**src/rtl/rfir_pkg.sv**
```systemverilog
package rfir_pkg;

   // Channel flavour: modulus 2^W-1 (end-around carry) or 2^W (carry dropped)
   typedef enum logic [0:0] {
      MOD_PM1 = 1'b0,
      MOD_P2  = 1'b1
   } mod_kind_e;

   localparam int TERM_BITS = 8;

   function automatic logic term_en(input logic [TERM_BITS-1:0] cfg);
      return cfg[7];
   endfunction

   function automatic logic term_neg(input logic [TERM_BITS-1:0] cfg);
      return cfg[6];
   endfunction

   function automatic int term_shift(input logic [TERM_BITS-1:0] cfg);
      return int'(cfg[5:0]);
   endfunction

endpackage

```
**src/rtl/rfir_madd.sv**
```systemverilog
module rfir_madd #(
   parameter int                 W    = 7,
   parameter rfir_pkg::mod_kind_e KIND = rfir_pkg::MOD_PM1
) (
   input  logic [W-1:0] a,
   input  logic [W-1:0] b,
   output logic [W-1:0] s
);
   generate
      if (W < 2) begin : g_bad_w
         $error("rfir_madd: W must be at least 2");
      end

      if (KIND == rfir_pkg::MOD_P2) begin : g_pow2
         // carry out of the top bit is simply lost
         assign s = a + b;
      end else begin : g_pm1
         logic [W:0]   wide;
         logic [W-1:0] folded;
         assign wide   = {1'b0, a} + {1'b0, b};
         // end-around carry cannot overflow: with carry set, low part <= 2^W-2
         assign folded = wide[W-1:0] + {{(W-1){1'b0}}, wide[W]};
         // all-ones is the redundant code for zero
         assign s      = (&folded) ? '0 : folded;
      end
   endgenerate
endmodule

```
**src/rtl/rfir_pow2.sv**
```systemverilog
module rfir_pow2 #(
   parameter int                 W    = 7,
   parameter rfir_pkg::mod_kind_e KIND = rfir_pkg::MOD_PM1,
   parameter int                 SH   = 0,
   parameter bit                 NEG  = 1'b0
) (
   input  logic [W-1:0] x,
   output logic [W-1:0] y
);
   localparam int ROT = SH % W;

   logic [W-1:0] scaled;

   generate
      if (SH < 0 || SH > 63) begin : g_bad_sh
         $error("rfir_pow2: shift out of encodable range");
      end

      if (KIND == rfir_pkg::MOD_PM1) begin : g_rot
         // 2^W = 1 mod 2^W-1, so scaling is a rotation
         if (ROT == 0) begin : g_r0
            assign scaled = x;
         end else begin : g_rn
            assign scaled = {x[W-1-ROT:0], x[W-1:W-ROT]};
         end
         if (NEG) begin : g_neg
            assign y = ~scaled;
         end else begin : g_pos
            assign y = scaled;
         end
      end else begin : g_shl
         if (SH >= W) begin : g_zero
            logic unused_x;
            assign unused_x = ^x;
            assign scaled   = '0;
         end else begin : g_move
            assign scaled = x << SH;
         end
         if (NEG) begin : g_neg
            assign y = ~scaled + {{(W-1){1'b0}}, 1'b1};
         end else begin : g_pos
            assign y = scaled;
         end
      end
   endgenerate
endmodule

```
**src/rtl/rfir_chan.sv**
```systemverilog
module rfir_chan #(
   parameter int                 W        = 7,
   parameter rfir_pkg::mod_kind_e KIND     = rfir_pkg::MOD_PM1,
   parameter int                 N_TAPS   = 4,
   parameter int                 N_TERMS  = 2,
   parameter logic [N_TAPS*N_TERMS*rfir_pkg::TERM_BITS-1:0] TERM_CFG = '0
) (
   input  logic         clk,
   input  logic         rst_n,
   input  logic         shift_en,
   input  logic         emit,
   input  logic [W-1:0] x_in,
   output logic [W-1:0] y_out
);
   import rfir_pkg::*;

   localparam int N_DLY = N_TAPS - 1;

   logic [W-1:0] dly    [N_DLY];
   logic [W-1:0] tap_in [N_TAPS];
   logic [W-1:0] term   [N_TAPS][N_TERMS];
   logic [W-1:0] part   [N_TAPS][N_TERMS];
   logic [W-1:0] acc    [N_TAPS];

   // delay line: moves only on an accepted sample
   always_ff @(posedge clk) begin
      if (!rst_n) begin
         for (int i = 0; i < N_DLY; i++) dly[i] <= '0;
      end else if (shift_en) begin
         dly[0] <= x_in;
         for (int i = 1; i < N_DLY; i++) dly[i] <= dly[i-1];
      end
   end

   assign tap_in[0] = x_in;

   genvar k, j;
   generate
      for (k = 1; k < N_TAPS; k++) begin : g_tin
         assign tap_in[k] = dly[k-1];
      end

      for (k = 0; k < N_TAPS; k++) begin : g_tap
         for (j = 0; j < N_TERMS; j++) begin : g_term
            localparam logic [TERM_BITS-1:0] CFG =
               TERM_CFG[(k*N_TERMS+j)*TERM_BITS +: TERM_BITS];
            if (term_en(CFG)) begin : g_on
               rfir_pow2 #(
                  .W(W), .KIND(KIND),
                  .SH(term_shift(CFG)), .NEG(term_neg(CFG))
               ) u_pow2 (
                  .x(tap_in[k]),
                  .y(term[k][j])
               );
            end else begin : g_off
               assign term[k][j] = '0;
            end

            if (j == 0) begin : g_first
               assign part[k][0] = term[k][0];
            end else begin : g_sum
               rfir_madd #(.W(W), .KIND(KIND)) u_tadd (
                  .a(part[k][j-1]),
                  .b(term[k][j]),
                  .s(part[k][j])
               );
            end
         end

         if (k == 0) begin : g_acc0
            assign acc[0] = part[0][N_TERMS-1];
         end else begin : g_accn
            rfir_madd #(.W(W), .KIND(KIND)) u_xadd (
               .a(acc[k-1]),
               .b(part[k][N_TERMS-1]),
               .s(acc[k])
            );
         end
      end
   endgenerate

   always_ff @(posedge clk) begin
      if (!rst_n) y_out <= '0;
      else if (shift_en && emit) y_out <= acc[N_TAPS-1];
   end

   AST_DLY_HOLD: assert property (@(posedge clk) disable iff (!rst_n)
      !shift_en |=> $stable(dly[0]));

   AST_OUT_HOLD: assert property (@(posedge clk) disable iff (!rst_n)
      !(shift_en && emit) |=> $stable(y_out));

   generate
      if (KIND == MOD_PM1) begin : g_canon
         AST_OUT_CANON: assert property (@(posedge clk) disable iff (!rst_n)
            !(&y_out));
      end
   endgenerate
endmodule

```
**src/rtl/rfir_stage.sv**
```systemverilog
module rfir_stage #(
   parameter int BASE_N  = 7,
   parameter int N_TAPS  = 4,
   parameter int N_TERMS = 2,
   // per tap: {+2^3,-2^0}, {+2^4,+2^2}, {-2^2,off}, {+2^1,-2^5}
   parameter logic [N_TAPS*N_TERMS*rfir_pkg::TERM_BITS-1:0] TERM_CFG =
      64'hC5_81_00_C2_82_84_C0_83
) (
   input  logic              clk,
   input  logic              rst_n,
   input  logic              in_valid,
   input  logic [BASE_N-1:0] in_res_lo,
   input  logic [BASE_N-1:0] in_res_pw,
   input  logic [BASE_N:0]   in_res_hi,
   output logic              out_valid,
   output logic [BASE_N-1:0] out_res_lo,
   output logic [BASE_N-1:0] out_res_pw,
   output logic [BASE_N:0]   out_res_hi
);
   import rfir_pkg::*;

   localparam int W_LO = BASE_N;
   localparam int W_HI = BASE_N + 1;

   generate
      if (BASE_N < 2 || BASE_N > 30) begin : g_bad_n
         $error("rfir_stage: BASE_N out of range");
      end
      if (N_TAPS < 2) begin : g_bad_taps
         $error("rfir_stage: need at least two taps");
      end
      if (N_TERMS < 1) begin : g_bad_terms
         $error("rfir_stage: need at least one term per tap");
      end
   endgenerate

   logic phase;

   always_ff @(posedge clk) begin
      if (!rst_n) begin
         phase     <= 1'b0;
         out_valid <= 1'b0;
      end else begin
         out_valid <= in_valid && phase;
         if (in_valid) phase <= ~phase;
      end
   end

   rfir_chan #(
      .W(W_LO), .KIND(MOD_PM1), .N_TAPS(N_TAPS), .N_TERMS(N_TERMS), .TERM_CFG(TERM_CFG)
   ) u_lo (
      .clk(clk), .rst_n(rst_n), .shift_en(in_valid), .emit(phase),
      .x_in(in_res_lo), .y_out(out_res_lo)
   );

   rfir_chan #(
      .W(W_LO), .KIND(MOD_P2), .N_TAPS(N_TAPS), .N_TERMS(N_TERMS), .TERM_CFG(TERM_CFG)
   ) u_pw (
      .clk(clk), .rst_n(rst_n), .shift_en(in_valid), .emit(phase),
      .x_in(in_res_pw), .y_out(out_res_pw)
   );

   rfir_chan #(
      .W(W_HI), .KIND(MOD_PM1), .N_TAPS(N_TAPS), .N_TERMS(N_TERMS), .TERM_CFG(TERM_CFG)
   ) u_hi (
      .clk(clk), .rst_n(rst_n), .shift_en(in_valid), .emit(phase),
      .x_in(in_res_hi), .y_out(out_res_hi)
   );

   AST_VALID_ISOLATED: assert property (@(posedge clk) disable iff (!rst_n)
      out_valid |=> !out_valid);

   AST_VALID_CAUSE: assert property (@(posedge clk) disable iff (!rst_n)
      out_valid |-> $past(in_valid));

   AST_IDLE_NO_PULSE: assert property (@(posedge clk) disable iff (!rst_n)
      !in_valid |=> !out_valid);
endmodule

```
**config.mk**
```make
export PLATFORM = sky130hd
export DESIGN_NAME = rfir_stage
export DESIGN_NICKNAME = d
export VERILOG_FILES = /design/src/rtl/rfir_pkg.sv /design/src/rtl/rfir_madd.sv /design/src/rtl/rfir_pow2.sv /design/src/rtl/rfir_chan.sv /design/src/rtl/rfir_stage.sv
export SDC_FILE = /design/constraint.sdc
export NUM_CORES = 1
export LEC_CHECK = 0
export CAP_MARGIN = 20
export CORE_ASPECT_RATIO = 0.5
export CORE_MARGIN = 2
export CORE_UTILIZATION = 52
export DETAILED_ROUTE_END_ITERATION = 16
export DONT_BUFFER_PORTS = 1
export PLACE_DENSITY = 0.71
export SETUP_SLACK_MARGIN = 0.02
export SYNTH_ARGS = -nofsm -noshare
export SYNTH_HDL_FRONTEND = slang
export SYNTH_SLANG_ARGS = --single-unit
```
**constraint.sdc**
```tcl
create_clock -name clk -period 23.9 [get_ports clk]
set_input_delay 4.78 -clock clk [delete_from_list [all_inputs] [get_ports clk]]
set_output_delay 4.78 -clock clk [all_outputs]
set_load 0.02 [all_outputs]
```
==> metrics.txt <==
status finished clean; R2R setup slack 10.95 ns; Root Buffer clkbuf_16; Total GRT Usage 20.8%; hold path start u_pw.y_out[6]$_SDFFE_PN0P_; H-tree levels 3; core region area 18600 sq um; achievable frequency 0.0599 GHz; DRC errors left 0; Hold Buf Count CTS 0; CP Class primary input to flip-flop; largest family of logic cells by synthesized area simple AND/OR/NAND/NOR gates; layout cells sized above 1 2.99%; first-pass GRT wire length 35200 um; Die H 102 um; core occupancy in the finished layout 56.7%; most frequent CP cell ha_1; Mapped Area 10000 sq um; largest net degree at the start of global routing 68; total number of vias 8108; Final Cycle Share 69.9%; grt total ovfl 0; r2r startpoint u_hi.dly[0][4]$_SDFFCE_PN0P_; post-synthesis simple-gate area fraction 21.9%; Synthesized Nets 1315; clk_skew 0.00688 ns; Die Wd 200 um; Wirelength per Cell 14.9 um; async set or reset register ratio after synthesis 0%; Synth top cells by count ha_1, inv_1, and3_1, nor2_1, xnor2_1; area share of fa/ha/maj cells after synthesis 20.6%; largest cells by area after synthesis edfxtp_1, ha_1, xnor2_1; synthesis-stage register bit count 87; RR Endpoint u_hi.y_out[5]$_SDFFE_PN0P_; Worst Setup End Kind flip-flop; Crit path arrival time 16.92 ns; clock-pin slew on the worst setup and hold paths 0.06 ns; fin. max-slew vios 0; Post-CTS Setup Bufs 0; Worst Hold Path EP u_pw.y_out[6]$_SDFFE_PN0P_; final setup fails 0; FP Rows 35; maximum buffer depth of the clock tree 2; Post-synth EDFFs 63; Netlist cell types 77; vias in the first global route 7566; PostCTS Resize Cnt 0; RSZ-0062 raised after global routing false; Fin Setup TNS 0 ns; measured slew at the worst slew-check pin 0.953 ns; CP startpoint kind primary input; net count reported at finish 1307; slowest CP cell or4b_1; post-synthesis xor/xnor area fraction 9.43%; antenna viol nets, final 0; Top FF cell, synth edfxtp_1; # port buffers 0; Syn Area/Cell 8.78 sq um; top-count cell post-synth ha_1; worst reg2reg path depth 59; critical path's largest stage delay 0.62 ns; Max Cap Viol 0; fin crit period 16.71 ns; post-synthesis mux area share 0.613%; WP data required 24.11 ns; Initial Util 53.8%; Synth Warn # 0; post-synthesis sequential area ratio 23.7%; post-DP HPWL 16700 um; CTS Buf Count 9; Min Hold Slack 0.560 ns; Top Ports 48; worst-path fanout max 9; cell count of the worst hold path 2; Fin. Hold Viols 0; initial antenna violation count 0; hold crit path type flip-flop to flip-flop; DRT Wirelength 20800 um; post-synthesis compound-gate area fraction 19.1%; Yosys top cell by area edfxtp_1; die area 20400 sq um; DR iter-0 viols 556; P&R area growth vs syn 5.40%; clk sink count 87; DRT Pass-1 Iters 5; post-synthesis instance total 1140; post-DR vias/cell 5.81; CTS tree built; worst skew pair latency 0.34 ns; RD Place Congestion 0.857; share of the synthesized area in the top cell type 18.9%; Slew HR 35.4%; Antenna Diode Count 0
[layout by cell type (no fill, tap or decap), types with 42 or more instances in the layout]
master    synthesis  routed
and3_1           86      86
a21oi_1          47      47
o21ai_0          51      51
nand3_1          42      42
inv_1           101     101
ha_1            125     125
nand2_1          45      45
xnor2_1          65      65
nor2_1           79      79
edfxtp_1         63      63
[sequential cells by signal (all words and copies together), names as in the netlist]
register,cells
phase,1
u_hi.dly,24
u_hi.y_out,8
u_lo.dly,21
u_lo.y_out,7
out_valid,1
u_pw.dly,18
u_pw.y_out,7
[critical path: cells and delay by family]
family / cells / cell delay [ns]
AO/OA/AOI/OAI: 20 / 4.99
XOR/XNOR: 3 / 0.56
adder cells (fa/ha/maj): 15 / 3.44
buffers and inverters: 5 / 0.35
multiplexers: 1 / 0.14
AND/OR/NAND/NOR: 16 / 2.66
[cell families after synthesis]
family / count (synthesis)
muxes: 6
DFF: 87
adders and majority gates: 150
AOI/OAI and AO/OA: 269
buffers and inverters: 123
xor gates and xnor gates: 103
and+or+nand+nor: 402
[metrics by stage]
| step | area [sq um] | cells | setup WS, ns |
|---|---|---|---|
| 5_1_grt | 10600 | 1395 | 6.11 |
| 3_5_place_dp | 10300 | 1380 | 6.96 |
| 2_1_floorplan | 10000 | 1140 | 8.09 |
| 6_report | 10600 | 1395 | 7.19 |
| 3_3_place_gp | 10300 | 1380 | 7.41 |
| 4_1_cts | 10600 | 1395 | 7.30 |
[layer usage]
metal / vias up / global-route usage [%] / wire (um)
met2: 147 / 33.7 / 9010
met3: 6 / 4.11 / 978
met5: - / 0 / 0
li1: 4148 / - / -
met1: 3807 / 29.7 / 10700
met4: 0 / 2.93 / 76
[worst max-delay path by stage]
stage	start	end	cells after the start
after floorplan	in_res_hi[0]	u_hi.y_out[5]$_SDFFE_PN0P_	59
after global placement	in_res_hi[0]	u_hi.y_out[4]$_SDFFE_PN0P_	59
after detailed placement	in_res_hi[0]	u_hi.y_out[5]$_SDFFE_PN0P_	60
after CTS	in_res_hi[0]	u_hi.y_out[5]$_SDFFE_PN0P_	59
after global routing	in_res_hi[0]	u_hi.y_out[5]$_SDFFE_PN0P_	60
final	in_res_hi[0]	u_hi.y_out[5]$_SDFFE_PN0P_	60
[cell type report]
cell class	instances	area (sq um)
clock inverter	5	50.0
fill	1702	8060
clock buffer	10	229
timing repair buffer	2	15.0
sequential	87	2370
inverter	102	383
multi-input combinational	930	7180
tap	259	324
Power is not shown: default switching activity piles up to over one toggle a cycle in this logic, so the estimate is an artifact.
